`src/rtl/lcd_tg_pkg.sv`:
```
package lcd_tg_pkg;
  parameter int CW = 16;
  parameter int SW = 10;
  parameter int AW = 3;
  parameter int DW = 32;

  typedef struct packed {
    logic          hs_low;
    logic          vs_low;
    logic          de_low;
    logic          pclk_fall;
    logic [SW-1:0] hsw;
    logic [SW-1:0] vsw;
    logic [CW-1:0] htot;
    logic [CW-1:0] vtot;
    logic [CW-1:0] hstart;
    logic [CW-1:0] hend;
    logic [CW-1:0] vstart;
    logic [CW-1:0] vend;
  } timing_t;

  typedef enum logic [AW-1:0] {
    A_CFG  = 3'd0,
    A_HSW  = 3'd1,
    A_VSW  = 3'd2,
    A_TOT  = 3'd3,
    A_HWIN = 3'd4,
    A_VWIN = 3'd5
  } reg_addr_e;
endpackage

```
`src/rtl/lcd_tg_regs.sv`:
```
module lcd_tg_regs
  import lcd_tg_pkg::*;
#(
  parameter timing_t DEFAULTS = '0
) (
  input  logic          clk,
  input  logic          rst_n,
  input  logic          wr_en,
  input  logic [AW-1:0] wr_addr,
  input  logic [DW-1:0] wr_data,
  input  logic          commit,
  output timing_t       act
);
  localparam int HALF = DW / 2;

  timing_t pend;

  always_ff @(posedge clk or negedge rst_n) begin
    if (!rst_n) begin
      pend <= DEFAULTS;
    end else if (wr_en) begin
      case (wr_addr)
        A_CFG: begin
          pend.hs_low    <= wr_data[11];
          pend.pclk_fall <= wr_data[10];
          pend.de_low    <= wr_data[9];
          pend.vs_low    <= wr_data[8];
        end
        A_HSW: pend.hsw <= wr_data[SW-1:0];
        A_VSW: pend.vsw <= wr_data[SW-1:0];
        A_TOT: begin
          pend.htot <= wr_data[HALF +: CW];
          pend.vtot <= wr_data[0 +: CW];
        end
        A_HWIN: begin
          pend.hstart <= wr_data[HALF +: CW];
          pend.hend   <= wr_data[0 +: CW];
        end
        A_VWIN: begin
          pend.vstart <= wr_data[HALF +: CW];
          pend.vend   <= wr_data[0 +: CW];
        end
        default: ;
      endcase
    end
  end

  always_ff @(posedge clk or negedge rst_n) begin
    if (!rst_n)      act <= DEFAULTS;
    else if (commit) act <= pend;
  end
endmodule

```
`src/rtl/lcd_tg_counter.sv`:
```
module lcd_tg_counter #(
  parameter int W = 16
) (
  input  logic         clk,
  input  logic         rst_n,
  input  logic         step,
  input  logic [W-1:0] total,
  output logic [W-1:0] cnt,
  output logic         at_last
);
  assign at_last = (cnt == total - W'(1));

  always_ff @(posedge clk or negedge rst_n) begin
    if (!rst_n)        cnt <= '0;
    else if (step)     cnt <= at_last ? '0 : cnt + W'(1);
  end
endmodule

```
`src/rtl/lcd_tg_decode.sv`:
```
module lcd_tg_decode
  import lcd_tg_pkg::*;
(
  input  timing_t       act,
  input  logic [CW-1:0] xc,
  input  logic [CW-1:0] yc,
  output logic          hsync,
  output logic          vsync,
  output logic          de,
  output logic          sof,
  output logic          eof
);
  logic hs_on, vs_on, h_in, v_in;

  always_comb begin
    hs_on = xc < CW'(act.hsw);
    vs_on = yc < CW'(act.vsw);
    h_in  = (xc >= act.hstart) && (xc < act.hend);
    v_in  = (yc >= act.vstart) && (yc < act.vend);
    hsync = hs_on ^ act.hs_low;
    vsync = vs_on ^ act.vs_low;
    de    = (h_in && v_in) ^ act.de_low;
    sof   = (xc == '0) && (yc == '0);
    eof   = (xc == act.hend - CW'(1)) && (yc == act.vend - CW'(1));
  end
endmodule

```
`src/rtl/lcd_timing_gen.sv`:
```
module lcd_timing_gen
  import lcd_tg_pkg::*;
#(
  parameter int DEF_HSW    = 2,
  parameter int DEF_HSTART = 4,
  parameter int DEF_HEND   = 12,
  parameter int DEF_HTOT   = 14,
  parameter int DEF_VSW    = 1,
  parameter int DEF_VSTART = 2,
  parameter int DEF_VEND   = 6,
  parameter int DEF_VTOT   = 7,
  parameter int AUX_N      = 4
) (
  input  logic             clk,
  input  logic             rst_n,
  input  logic             wr_en,
  input  logic [2:0]       wr_addr,
  input  logic [31:0]      wr_data,
  output logic             hsync_o,
  output logic             vsync_o,
  output logic             de_o,
  output logic             pclk_fall_o,
  output logic [15:0]      x_o,
  output logic [15:0]      y_o,
  output logic             sof_o,
  output logic             eof_o,
  output logic [AUX_N-1:0] aux_strobe_o
);
  localparam int NAX = 2;

  localparam timing_t DEFS = '{
    hs_low: 1'b0, vs_low: 1'b0, de_low: 1'b0, pclk_fall: 1'b0,
    hsw: SW'(DEF_HSW), vsw: SW'(DEF_VSW),
    htot: CW'(DEF_HTOT), vtot: CW'(DEF_VTOT),
    hstart: CW'(DEF_HSTART), hend: CW'(DEF_HEND),
    vstart: CW'(DEF_VSTART), vend: CW'(DEF_VEND)
  };

  timing_t       act_cfg;
  logic [CW-1:0] cnt   [NAX];
  logic [CW-1:0] tot   [NAX];
  logic          last  [NAX];
  logic          step  [NAX];
  logic          frame_wrap;

  assign tot[0] = act_cfg.htot;
  assign tot[1] = act_cfg.vtot;

  genvar g;
  generate
    for (g = 0; g < NAX; g++) begin : g_axis
      if (g == 0) begin : g_first
        assign step[g] = 1'b1;
      end else begin : g_next
        assign step[g] = step[g-1] & last[g-1];
      end
      lcd_tg_counter #(.W(CW)) u_cnt (
        .clk     (clk),
        .rst_n   (rst_n),
        .step    (step[g]),
        .total   (tot[g]),
        .cnt     (cnt[g]),
        .at_last (last[g])
      );
    end
  endgenerate

  assign frame_wrap = step[NAX-1] & last[NAX-1];

  lcd_tg_regs #(.DEFAULTS(DEFS)) u_regs (
    .clk     (clk),
    .rst_n   (rst_n),
    .wr_en   (wr_en),
    .wr_addr (wr_addr),
    .wr_data (wr_data),
    .commit  (frame_wrap),
    .act     (act_cfg)
  );

  lcd_tg_decode u_dec (
    .act   (act_cfg),
    .xc    (cnt[0]),
    .yc    (cnt[1]),
    .hsync (hsync_o),
    .vsync (vsync_o),
    .de    (de_o),
    .sof   (sof_o),
    .eof   (eof_o)
  );

  assign x_o          = cnt[0];
  assign y_o          = cnt[1];
  assign pclk_fall_o  = act_cfg.pclk_fall;
  assign aux_strobe_o = '0;
endmodule

```
`config.mk`:
```
export PLATFORM = sky130hd
export DESIGN_NAME = lcd_timing_gen
export DESIGN_NICKNAME = d
export VERILOG_FILES = /design/src/rtl/lcd_tg_pkg.sv /design/src/rtl/lcd_tg_regs.sv /design/src/rtl/lcd_tg_counter.sv /design/src/rtl/lcd_tg_decode.sv /design/src/rtl/lcd_timing_gen.sv
export SDC_FILE = /design/constraint.sdc
export NUM_CORES = 1
export LEC_CHECK = 0
export ABC_AREA = 1
export CAP_MARGIN = 40
export CORE_ASPECT_RATIO = 1.4
export CORE_UTILIZATION = 55
export CTS_CLUSTER_DIAMETER = 60
export CTS_CLUSTER_SIZE = 28
export DETAILED_ROUTE_END_ITERATION = 8
export HOLD_SLACK_MARGIN = 0.02
export PLACE_DENSITY = 0.77
export RECOVER_POWER = 50
export SYNTH_ARGS = -nofsm -noshare
export SYNTH_HDL_FRONTEND = slang
export SYNTH_SLANG_ARGS = --single-unit
```
`constraint.sdc`:
```
create_clock -name clk -period 2.1 [get_ports clk]
set_input_delay 0.42 -clock clk [delete_from_list [all_inputs] [get_ports clk]]
set_output_delay 0.42 -clock clk [all_outputs]
set_load 0.02 [all_outputs]
```
==> results of run 1 <==
[cells by family after synthesis]
logic type / Yosys count / share of synthesized area, %
flops: 272 / 43.8
compound gates: 203 / 6.68
other cells: 1 / 0.0240
buf+inv: 306 / 8.37
xor+xnor: 71 / 4.60
simple gates: 1096 / 29.3
fa+ha+maj: 90 / 7.21
[stage by stage]
stage	TNS, ns	hold slack [ns]	setup WS (ns)	cells
floorplan	-0.0497	0.124	-0.0497	2042
global placement	-43.59	0.359	-0.853	2668
CTS	-46.17	0.418	-0.759	2790
detailed placement	-48.55	0.356	-0.846	2668
[layer usage]
layer  GRT overflow  track usage [%]
met1              0             57.4
met2              3             77.2
met3              1             32.3
met4              3             53.5
met5              0             6.32
[what timing repair did]
action | in CTS
endpoints found under the hold margin | 29
hold buffers | 1
pin swaps | 127
gates cloned | 34
setup endpoints to repair | 185
buffers inserted | 59
resized for setup | 458
==> summary.md, run 1 <==
| Metric | Value |
|---|---|
| Root Buffer | `clkbuf_16` |
| IO Count | `80` |
| Remaining Overflow, GRT | `7` |
| Die W | `144 um` |
| Post-synth top area cell | `dfrtp_1` |
| H-tree Lvls | `1` |
| Gr usage total | `55.9%` |
| Port buffer count | `75` |
| Synth top area share | `39.1%` |
| Placed cell areas | `18700 um^2` |
| Pin count of the biggest net entering global routing | `65` |
| Clk sinks | `272` |
| Die Ht | `201 um` |
| Last stage | `global routing` |
| First-pass GRT wire length | `between 100000 and 150000 um` |
| Post-synthesis register bit count | `272` |
| Post-synth EDFFs | `0` |
| Post-synth top cells | `nand2_1 (662), dfrtp_1 (244), nand3_1 (223), inv_1 (215), o21ai_0 (147)` |
| Row cnt | `72` |
| Max Root-Sink Buffers | `3` |
| Synth warn | `0` |
| Synth top area cells | `dfrtp_1 (39%), nand2_1 (16%), ha_1 (7.2%), nand3_1 (7.1%), inv_1 (5.2%)` |
| Register area share after synthesis | `a little over two fifths` |
| CTS Buf Count | `18` |
| Vias in the first global route | `around 20000` |
| RePlAce Congestion | `0.987` |
| Initial Utilization | `56.3%` |
| Most common cell in the netlist | `nand2_1` |
| Post-DP HPWL | `38000 um` |
| Area of the mapped netlist | `15600 um^2` |
| Asr flop ratio synth | `100%` |
| Synth Area per Inst | `7.66 um^2` |
| Cells after synthesis | `between 2000 and 2500` |
| First Err | `[ERROR GRT-0116] Global routing finished with congestion. Check the congestion regions in the DRC Viewer.` |
| Status | `did not finish` |
| Synth Flop Type | `dfrtp_1` |
| Netlist cell types | `35` |
==> run 2, diff against run 1 <==
--- a/config.mk
+++ b/config.mk
@@ -7,13 +7,9 @@
 export LEC_CHECK = 0
 export ABC_AREA = 1
 export CAP_MARGIN = 40
-export CORE_ASPECT_RATIO = 1.4
-export CORE_UTILIZATION = 55
-export CTS_CLUSTER_DIAMETER = 60
-export CTS_CLUSTER_SIZE = 28
+export CORE_UTILIZATION = 40
 export DETAILED_ROUTE_END_ITERATION = 8
-export HOLD_SLACK_MARGIN = 0.02
-export PLACE_DENSITY = 0.77
+export PLACE_DENSITY_LB_ADDON = 0.15
 export RECOVER_POWER = 50
 export SYNTH_ARGS = -nofsm -noshare
 export SYNTH_HDL_FRONTEND = slang
==> constraint.sdc (replaced) <==
create_clock -name clk -period 2.73 [get_ports clk]
set_input_delay 0.546 -clock clk [delete_from_list [all_inputs] [get_ports clk]]
set_output_delay 0.546 -clock clk [all_outputs]
set_load 0.02 [all_outputs]
==> summary.md, run 2 <==
| Metric | Value |
|---|---|
| Status | `finished, violations left` |
| Failing checks | `DRC, capacitance limit, slew limit, setup timing` |
| Worst-path clk slew | `~0.06 ns` |
| IO Count | `80 (unchanged)` |
| CTS tree | `done` |
| Detailed Route Iter0 Violations | `1221` |
| Setup ws final | `-0.281 ns` |
| Core Area | `38600 um^2` |
| Met2 routed WL | `22900 um` |
| Setup TNS | `-0.845 ns` |
| Synth Flop Type | `dfrtp_1` |
| Root Buffer | `clkbuf_16` |
| Synth Area per Inst | `7.66 um^2 (unchanged)` |
| Fmax | `~330 MHz` |
| RSZ-0062 raised after global routing | `true` |
| Routed via count | `14500` |
| Skew final | `0.0257 ns` |
| Reg2Reg Setup Slack | `0.13 ns` |
| Tightest Pin Transition | `2.00 ns` |
| Dpl ws | `-0.528 ns (+0.318 ns)` |
| Sw Share | `24.8%` |
| Sw Pwr | `0.00228 W` |
| Antenna Cells | `0` |
| CTS Buf Count | `31 (+13)` |
| Max Root-Sink Buffers | `3 (unchanged)` |
| DRT met1 WL | `25200 um` |
| Final period util | `110%` |
| WP data arrival | `between 2 and 2.5 ns` |
| Asr flop ratio synth | `100% (unchanged)` |
| Gr usage total | `25.9%` |
| VDD IR max | `between 0.0004 and 0.0005 V` |
| Share of cells above drive strength 1 | `21.9%` |
| Synth top area share | `39.1% (unchanged)` |
| Critical path type | `flip-flop to primary output` |
| Clk sinks | `272 (unchanged)` |
| DRC Markers | `2` |
| CP max-delay cell | `dfstp_2` |
| Placed cell areas | `18300 um^2 (-2.1%)` |
| Commonest non-fill, non-tap cells in the layout | `nand2_1 (648), dfrtp_1 (212), nand3_1 (210), buf_4 (204), inv_1 (201)` |
| Met3 routed WL | `3530 um` |
| Startpoint Class | `flip-flop` |
| Min Tclk post-route | `3.01 ns` |
| Final hold vios | `0` |
| Synth warn | `0 (unchanged)` |
| WL/cell | `~18 um` |
| Final wirelength | `between 50000 and 60000 um` |
| Post-route ant nets | `0` |
| Power Dens Cells | `442 nW/um^2` |
| Max Slew Vio Count | `38` |
| Initial Utilization | `40.5% (-16 points)` |
| Initial antenna violation count | `1` |
| Final Cell Area | `about 21000 um^2` |
| Die W | `200 um (+38%)` |
| Cells after synthesis | `2039 (unchanged)` |
| CP peak stage delay | `0.54 ns` |
| Pin count of the biggest net entering global routing | `85` |
| Post-synth top cells | `nand2_1 (662), dfrtp_1 (244), nand3_1 (223), inv_1 (215), o21ai_0 (147)` |
| Worst-path cell chain | `inv_2, ha_4, nor2_1, nor3_2, nand2_1, nor2_2, nand3_1, nor2_1, nand3_1, nor2_1, nand3_1, nor2_1, buf_4` |
| Register area share after synthesis | `43.8% (unchanged)` |
| Most frequent CP cell | `nor2_1` |
| Synth top area cells | `dfrtp_1 (39%), nand2_1 (16%), ha_1 (7.2%), nand3_1 (7.1%), inv_1 (5.2%)` |
| H-tree Lvls | `1 (unchanged)` |
| First-pass GRT wire length | `roughly 78000 um` |
| # setup viols final | `5` |
| Vias per cell | `approximately 5.1` |
| Leakage | `10.7 nW` |
| CP required | `2.18 ns` |
| RePlAce Congestion | `0.947 (-4.1%)` |
| Hold/Removal Path Class | `flip-flop to flip-flop` |
| Most common cell after layout, fill and taps aside | `nand2_1` |
| Top Metal Used | `met5` |
| Netlist cell types | `35 (unchanged)` |
| Sequential power share | `about half` |
| Post-DP HPWL | `38200 um (+0.54%)` |
| Vias in the first global route | `between 10000 and 15000` |
| Slew HR | `-33.2%` |
| Port buffer count | `75 (unchanged)` |
| Post-synth EDFFs | `0 (unchanged)` |
| Post-synth top area cell | `dfrtp_1` |
| Most common cell in the netlist | `nand2_1` |
| Row cnt | `72 (unchanged)` |
| Top flop regs | `u_regs.act x120, u_regs.pend x120, g_axis.u_cnt.cnt x32` |
| Remaining Overflow, GRT | `0` |
| Die Ht | `200 um (-0.89%)` |
| Post-synthesis register bit count | `272 (unchanged)` |
| First-pass DRT Iterations | `8` |
| Endpoint class of the critical path | `primary output` |
| Combinational power share | `5.4%` |
| Clock power share | `44.7%` |
| Area of the mapped netlist | `15600 um^2 (unchanged)` |
| Clk Latency, worst-skew pair | `between 0.5 and 0.6 ns` |
| CP Max Fanout | `2` |
| Syn-to-layout area delta | `33.2%` |
| Nets | `2444` |
| Pint | `0.00692 W` |
| Max-cap viol count | `1` |
| DIE AREA | `between 30000 and 40000 um^2` |
-- run 2: cell counts after synthesis --
Identical to the previous run, type by type.
-- run 2: layout make-up --
cell class / count / area, um^2
Clock inverter: 16 / 138
Timing Repair Buffer: 331 / 3110
Fill cell: 3711 / 17700
Sequential cell: 272 / 6880
Multi-Input combinational cell: 1464 / 8350
Clock buffer: 42 / 867
Inverter: 216 / 811
Tap cell: 518 / 648
-- run 2: kinds of logic (layout without fill, tap and decap cells) --
logic type               Yosys count  in the layout  share of synthesized area (%)
AND/OR/NAND/NOR                 1096           1096                           29.3
buffers and inverters            306            605                           8.37
flip-flops                       272            272                           43.8
AO/OA/AOI/OAI                    203            203                           6.68
adder cells (fa/ha/maj)           90             90                           7.21
XOR/XNOR                          71             71                           4.60
other                              1              4                         0.0240
-- run 2: through the flow --
stage	total power (W)	utilization, %	hold WS [ns]	cells
after floorplan	0.00487	-	0.250	2042
after global placement	0.00514	47.5	0.456	2748
after detailed placement	0.00517	47.5	0.459	2748
after CTS	0.00928	51.4	0.439	2827
after global routing	0.00957	54.0	0.496	2859
final	0.00920	54.0	0.472	2859
-- run 2: routing by layer --
| layer | up-vias | GRT usage [%] |
|---|---|---|
| met3 | 58 | 3.51 |
| met1 | 6922 | 40.3 |
| met5 | - | 0 |
| li1 | 7080 | - |
| met2 | 421 | 38.3 |
| met4 | 2 | 4.35 |
-- run 2: path summary, 6_finish.rpt --
path | to | from | cells after the start
min in group asynchronous | g_axis[1].u_cnt.cnt[10] | rst_n | 2
max in group asynchronous | u_regs.pend[65] | rst_n | 3
max | eof_o | u_regs.act[1] | 13
min reg2reg | u_regs.act[107] | u_regs.act[107] | 2
min | u_regs.act[107] | u_regs.act[107] | 2
max reg2reg | u_regs.act[16] | u_regs.act[80] | 15
-- run 2: what timing repair did --
item / in CTS / in global routing
endpoints found under the hold margin: 32 / 0
cloned: 0 / 4
pin swaps: 28 / 50
setup buffers: 20 / 32
resized for setup: 106 / 146
setup endpoints to repair: 5 / 137
hold buffers: 1 / 0
-- run 2: power by group through the flow --
stage | logic [W] | registers [W] | clock network [W]
floorplan | 0.000278 | 0.00459 | 0
global placement | 0.000489 | 0.00465 | 0
detailed placement | 0.000508 | 0.00466 | 0
CTS | 0.000512 | 0.00459 | 0.00418
global route | 0.000587 | 0.00463 | 0.00435
finish | 0.000493 | 0.00460 | 0.00411
-- run 2: critical path: cells and delay by family (launching register included) --
family	cells	cell delay, ns
AND/OR/NAND/NOR	10	0.90
flip-flops	1	0.54
adder cells (fa/ha/maj)	1	0.26
buffers and inverters	2	0.19
Note: power is estimated with default switching activity, not from simulation.
==> run 3, diff against run 2 <==
--- a/config.mk
+++ b/config.mk
@@ -8,9 +8,11 @@
 export ABC_AREA = 1
 export CAP_MARGIN = 40
 export CORE_UTILIZATION = 40
+export CTS_CLUSTER_DIAMETER = 40
 export DETAILED_ROUTE_END_ITERATION = 8
 export PLACE_DENSITY_LB_ADDON = 0.15
 export RECOVER_POWER = 50
 export SYNTH_ARGS = -nofsm -noshare
 export SYNTH_HDL_FRONTEND = slang
+export SYNTH_HIERARCHICAL = 1
 export SYNTH_SLANG_ARGS = --single-unit
==> summary.md, run 3 <==
| Metric | Value |
|---|---|
| Top flop regs | `u_regs/act x120, u_regs/pend x120, g_axis.u_cnt/cnt x32` |
| Antenna Cells | `0 (unchanged)` |
| Remaining Overflow, GRT | `0 (unchanged)` |
| Die W | `205 um (+2.8%)` |
| Critical path type | `flip-flop to primary output` |
| Detailed Route Iter0 Violations | `1025 (-16%)` |
| Synth Flop Type | `dfrtp_1` |
| Port buffer count | `75 (unchanged)` |
| Fmax | `324 MHz (-2.4%)` |
| Post-route ant nets | `0 (unchanged)` |
| Sw Pwr | `0.00376 W (+65%)` |
| Clock power share | `46.2% (+1.5 points)` |
| Final period util | `113% (+2.7 points)` |
| Post-synthesis register bit count | `272 (unchanged)` |
| Max-cap viol count | `1 (unchanged)` |
| Asr flop ratio synth | `100% (unchanged)` |
| Cells after synthesis | `2229 (+9.3%)` |
| Tightest Pin Transition | `2.06 ns (+0.0650 ns)` |
| Setup ws final | `-0.354 ns (-0.0728 ns)` |
| Most common cell after layout, fill and taps aside | `nand2_1` |
| Startpoint Class | `flip-flop` |
| VDD IR max | `0.000491 V (+2.7%)` |
| Sw Share | `29.9% (+5.2 points)` |
| Die Ht | `205 um (+2.8%)` |
| Worst reg-to-reg path cell count | `20 (+5)` |
| Layout Cells excl Fill | `3158 (+10%)` |
| Share of cells above drive strength 1 | `31.3% (+9.4 points)` |
| Leakage | `12.7 nW (+19%)` |
| Slew HR | `-37.5% (-4.3 points)` |
| Failing checks | `capacitance limit, slew limit, setup timing` |
| Pint | `0.00879 W (+27%)` |
| Reg2Reg Capture Point | `u_regs/act[36]` |
| CP required | `2.18 ns (about the same)` |
| Commonest non-fill, non-tap cells in the layout | `nand2_1 (644), inv_1 (316), dfrtp_1 (234), buf_4 (200), nand3_1 (147)` |
| Status | `finished, violations left` |
| Worst hold path depth | `2 (unchanged)` |
| Initial antenna violation count | `1 (unchanged)` |
| CTS Buf Count | `48 (+55%)` |
| Post-synth top area cell | `dfrtp_1` |
| Power Dens Cells | `524 nW/um^2 (+19%)` |
| Most common cell in the netlist | `nand2_1` |
| Hold Path Origin | `u_regs/act[17]` |
| Netlist cell types | `44 (+26%)` |
| Reg2Reg Setup Slack | `-0.23 ns (-0.36 ns)` |
| Hold EP | `u_regs/act[17]` |
| Final Cell Area | `24000 um^2 (+15%)` |
| Synth top area share | `37.0% (-2.1 points)` |
| Synth top area cells | `dfrtp_1 (37%), nand2_1 (18%), inv_1 (7.4%), ha_1 (6.7%), nand3_1 (4.7%)` |
| Endpoint class of the critical path | `primary output` |
| Synth Area per Inst | `7.41 um^2 (-3.3%)` |
| # setup viols final | `122 (+117)` |
| DIE AREA | `42100 um^2 (+5.7%)` |
| Synth warn | `6 (+6)` |
| WP data arrival | `2.54 ns (+0.08 ns)` |
| RSZ-0062 raised after global routing | `true` |
| RePlAce Congestion | `0.903 (-4.6%)` |
| RR Startpoint | `g_axis[0].u_cnt/cnt[10]` |
| Vias per cell | `5.00 (-1.3%)` |
| CP Max Fanout | `6 (+4)` |
| Final hold vios | `0 (unchanged)` |
| Clk Latency, worst-skew pair | `0.58 ns (about the same)` |
| Hold/Removal Path Class | `flip-flop to flip-flop` |
| First-pass GRT wire length | `88100 um (+13%)` |
| Combinational power share | `15.5% (+10 points)` |
| Max Slew Vio Count | `34 (-11%)` |
| Placed instance count | `2981 (+8.5%)` |
| H-tree Lvls | `2 (+1)` |
| Placed cell areas | `19300 um^2 (+5.7%)` |
| Final wirelength | `57000 um (+9.0%)` |
| Syn-to-layout area delta | `45.0%` |
| Skew final | `0.0265 ns (+0.000783 ns)` |
| Clk sinks | `272 (unchanged)` |
| FF+latch area | `6850 um^2 (-0.40%)` |
| Worst-path clk slew | `0.05 ns (about the same)` |
| Nets | `2714 (+11%)` |
| IO Count | `80 (unchanged)` |
| Filler Cell Count | `3652 (-1.6%)` |
| Post-synth EDFFs | `0 (unchanged)` |
| Min Tclk post-route | `3.08 ns (+0.0728 ns)` |
| Max Root-Sink Buffers | `3 (unchanged)` |
| Core Area | `40700 um^2 (+5.7%)` |
| Final Core Density | `58.8% (+4.8 points)` |
| Routed via count | `15800 (+9.1%)` |
| Initial Utilization | `40.5% (about the same)` |
| Root Buffer | `clkbuf_16` |
| Gr usage total | `27.4% (+1.5 points)` |
| DRC Markers | `0 (-2)` |
| Worst hold slack | `0.469 ns (-0.00256 ns)` |
| First-pass DRT Iterations | `5 (-3)` |
| Sequential power share | `38.4% (-12 points)` |
| WL/cell | `18.1 um (-1.3%)` |
| Post-DP HPWL | `38200 um (about the same)` |
| Pin count of the biggest net entering global routing | `88 (+3.5%)` |
| Multi-input gate area | `9610 um^2 (+15%)` |
| Setup TNS | `-13.12 ns (-12.27 ns)` |
| Area of the mapped netlist | `16500 um^2 (+5.7%)` |
| Register area share after synthesis | `41.4% (-2.4 points)` |
| CTS tree | `done` |
| Vias in the first global route | `15900 (+20%)` |
| Post-synth top cells | `nand2_1 (770), inv_1 (327), dfrtp_1 (244), nand3_1 (155), o21ai_0 (138)` |
| Row cnt | `74 (+2.8%)` |
## run 3: changes by cell type in the layout (fill, tap and decap cells not counted), sizes merged, moves of 7 or more
cell,delta
xnor3,-7
nand2,+138
nor3,-7
xor2,+7
nand3,-51
buf,+43
xnor2,-8
inv,+145
clkbuf,+13
nor2,+9
## run 3: power by group through the flow
stage	Combinational [W]	Clock, W	Sequential (W)
2_1_floorplan	0.000849	0	0.00474
3_3_place_gp	0.00168	0	0.00472
3_5_place_dp	0.00171	0	0.00472
4_1_cts	0.00187	0.00590	0.00471
5_1_grt	0.00216	0.00608	0.00485
6_report	0.00194	0.00580	0.00482
## run 3: kinds of logic after synthesis
| family | Yosys count | synth area share [%] |
|---|---|---|
| flops | 272 | 41.4 |
| buf+inv | 413 | 10.1 |
| other cells | 2 | 0.0455 |
| xor+xnor | 63 | 3.43 |
| fa+ha+maj | 88 | 6.67 |
| simple gates | 1191 | 32.0 |
| compound gates | 200 | 6.31 |
## run 3: per-stage QoR
| stage | setup slack [ns] | total power (W) |
|---|---|---|
| after CTS | -0.395 | 0.0125 |
| after detailed placement | -0.374 | 0.00644 |
| after global routing | -0.505 | 0.0131 |
| final | -0.354 | 0.0126 |
| after global placement | -0.386 | 0.00640 |
| after floorplan | 0.0433 | 0.00558 |
## run 3: final cells by class
cell class,count,area share (%)
clock buffers,58,5.34
multi-input cells,1548,40.1
repair buffers,371,16.5
inverters,347,5.48
clock inverters,30,1.16
flip-flops and latches,272,28.6
well taps,532,2.78
## run 3: how the worst max path moves through the flow
stage,slack [ns],startpoint,to
global placement,-0.39,u_regs/act[1],eof_o
floorplan,0.04,u_regs/act[81],g_axis[1].u_cnt/cnt[13]
CTS,-0.40,u_regs/act[1],eof_o
finish,-0.35,u_regs/act[0],eof_o
global route,-0.50,u_regs/act[32],eof_o
detailed placement,-0.37,g_axis[0].u_cnt/cnt[0],eof_o
## run 3: critical path, cell delays in order, from the launching register on
cell and delay, ns:
dfrtp_1 0.40, inv_1 0.13, ha_4 0.16, nand3_2 0.15, nor2_1 0.27, nand2_1 0.10, nand2_1 0.08, nand2_1 0.05
nand2_1 0.05, nand3_1 0.06, nor2_1 0.12, nand3_2 0.12, nor2_4 0.17, buf_6 0.14
## run 3: layer usage
layer | global-route usage, % | share of wire (%) | up-vias
li1 | - | - | 7681
met4 | 8.73 | 3.0 | 2
met3 | 4.81 | 5.8 | 92
met5 | 0 | 0.014 | -
met2 | 43.4 | 46 | 400
met1 | 38.1 | 45 | 7622
## run 3: what timing repair did
action                     4_1_cts  5_1_grt
hold buffers                     1        0
gates resized for setup        395      284
pin swaps                      119      128
hold endpoints to repair        33        0
setup buffers                   71       27
cloned                          25        3
setup endpoints to repair      135      154
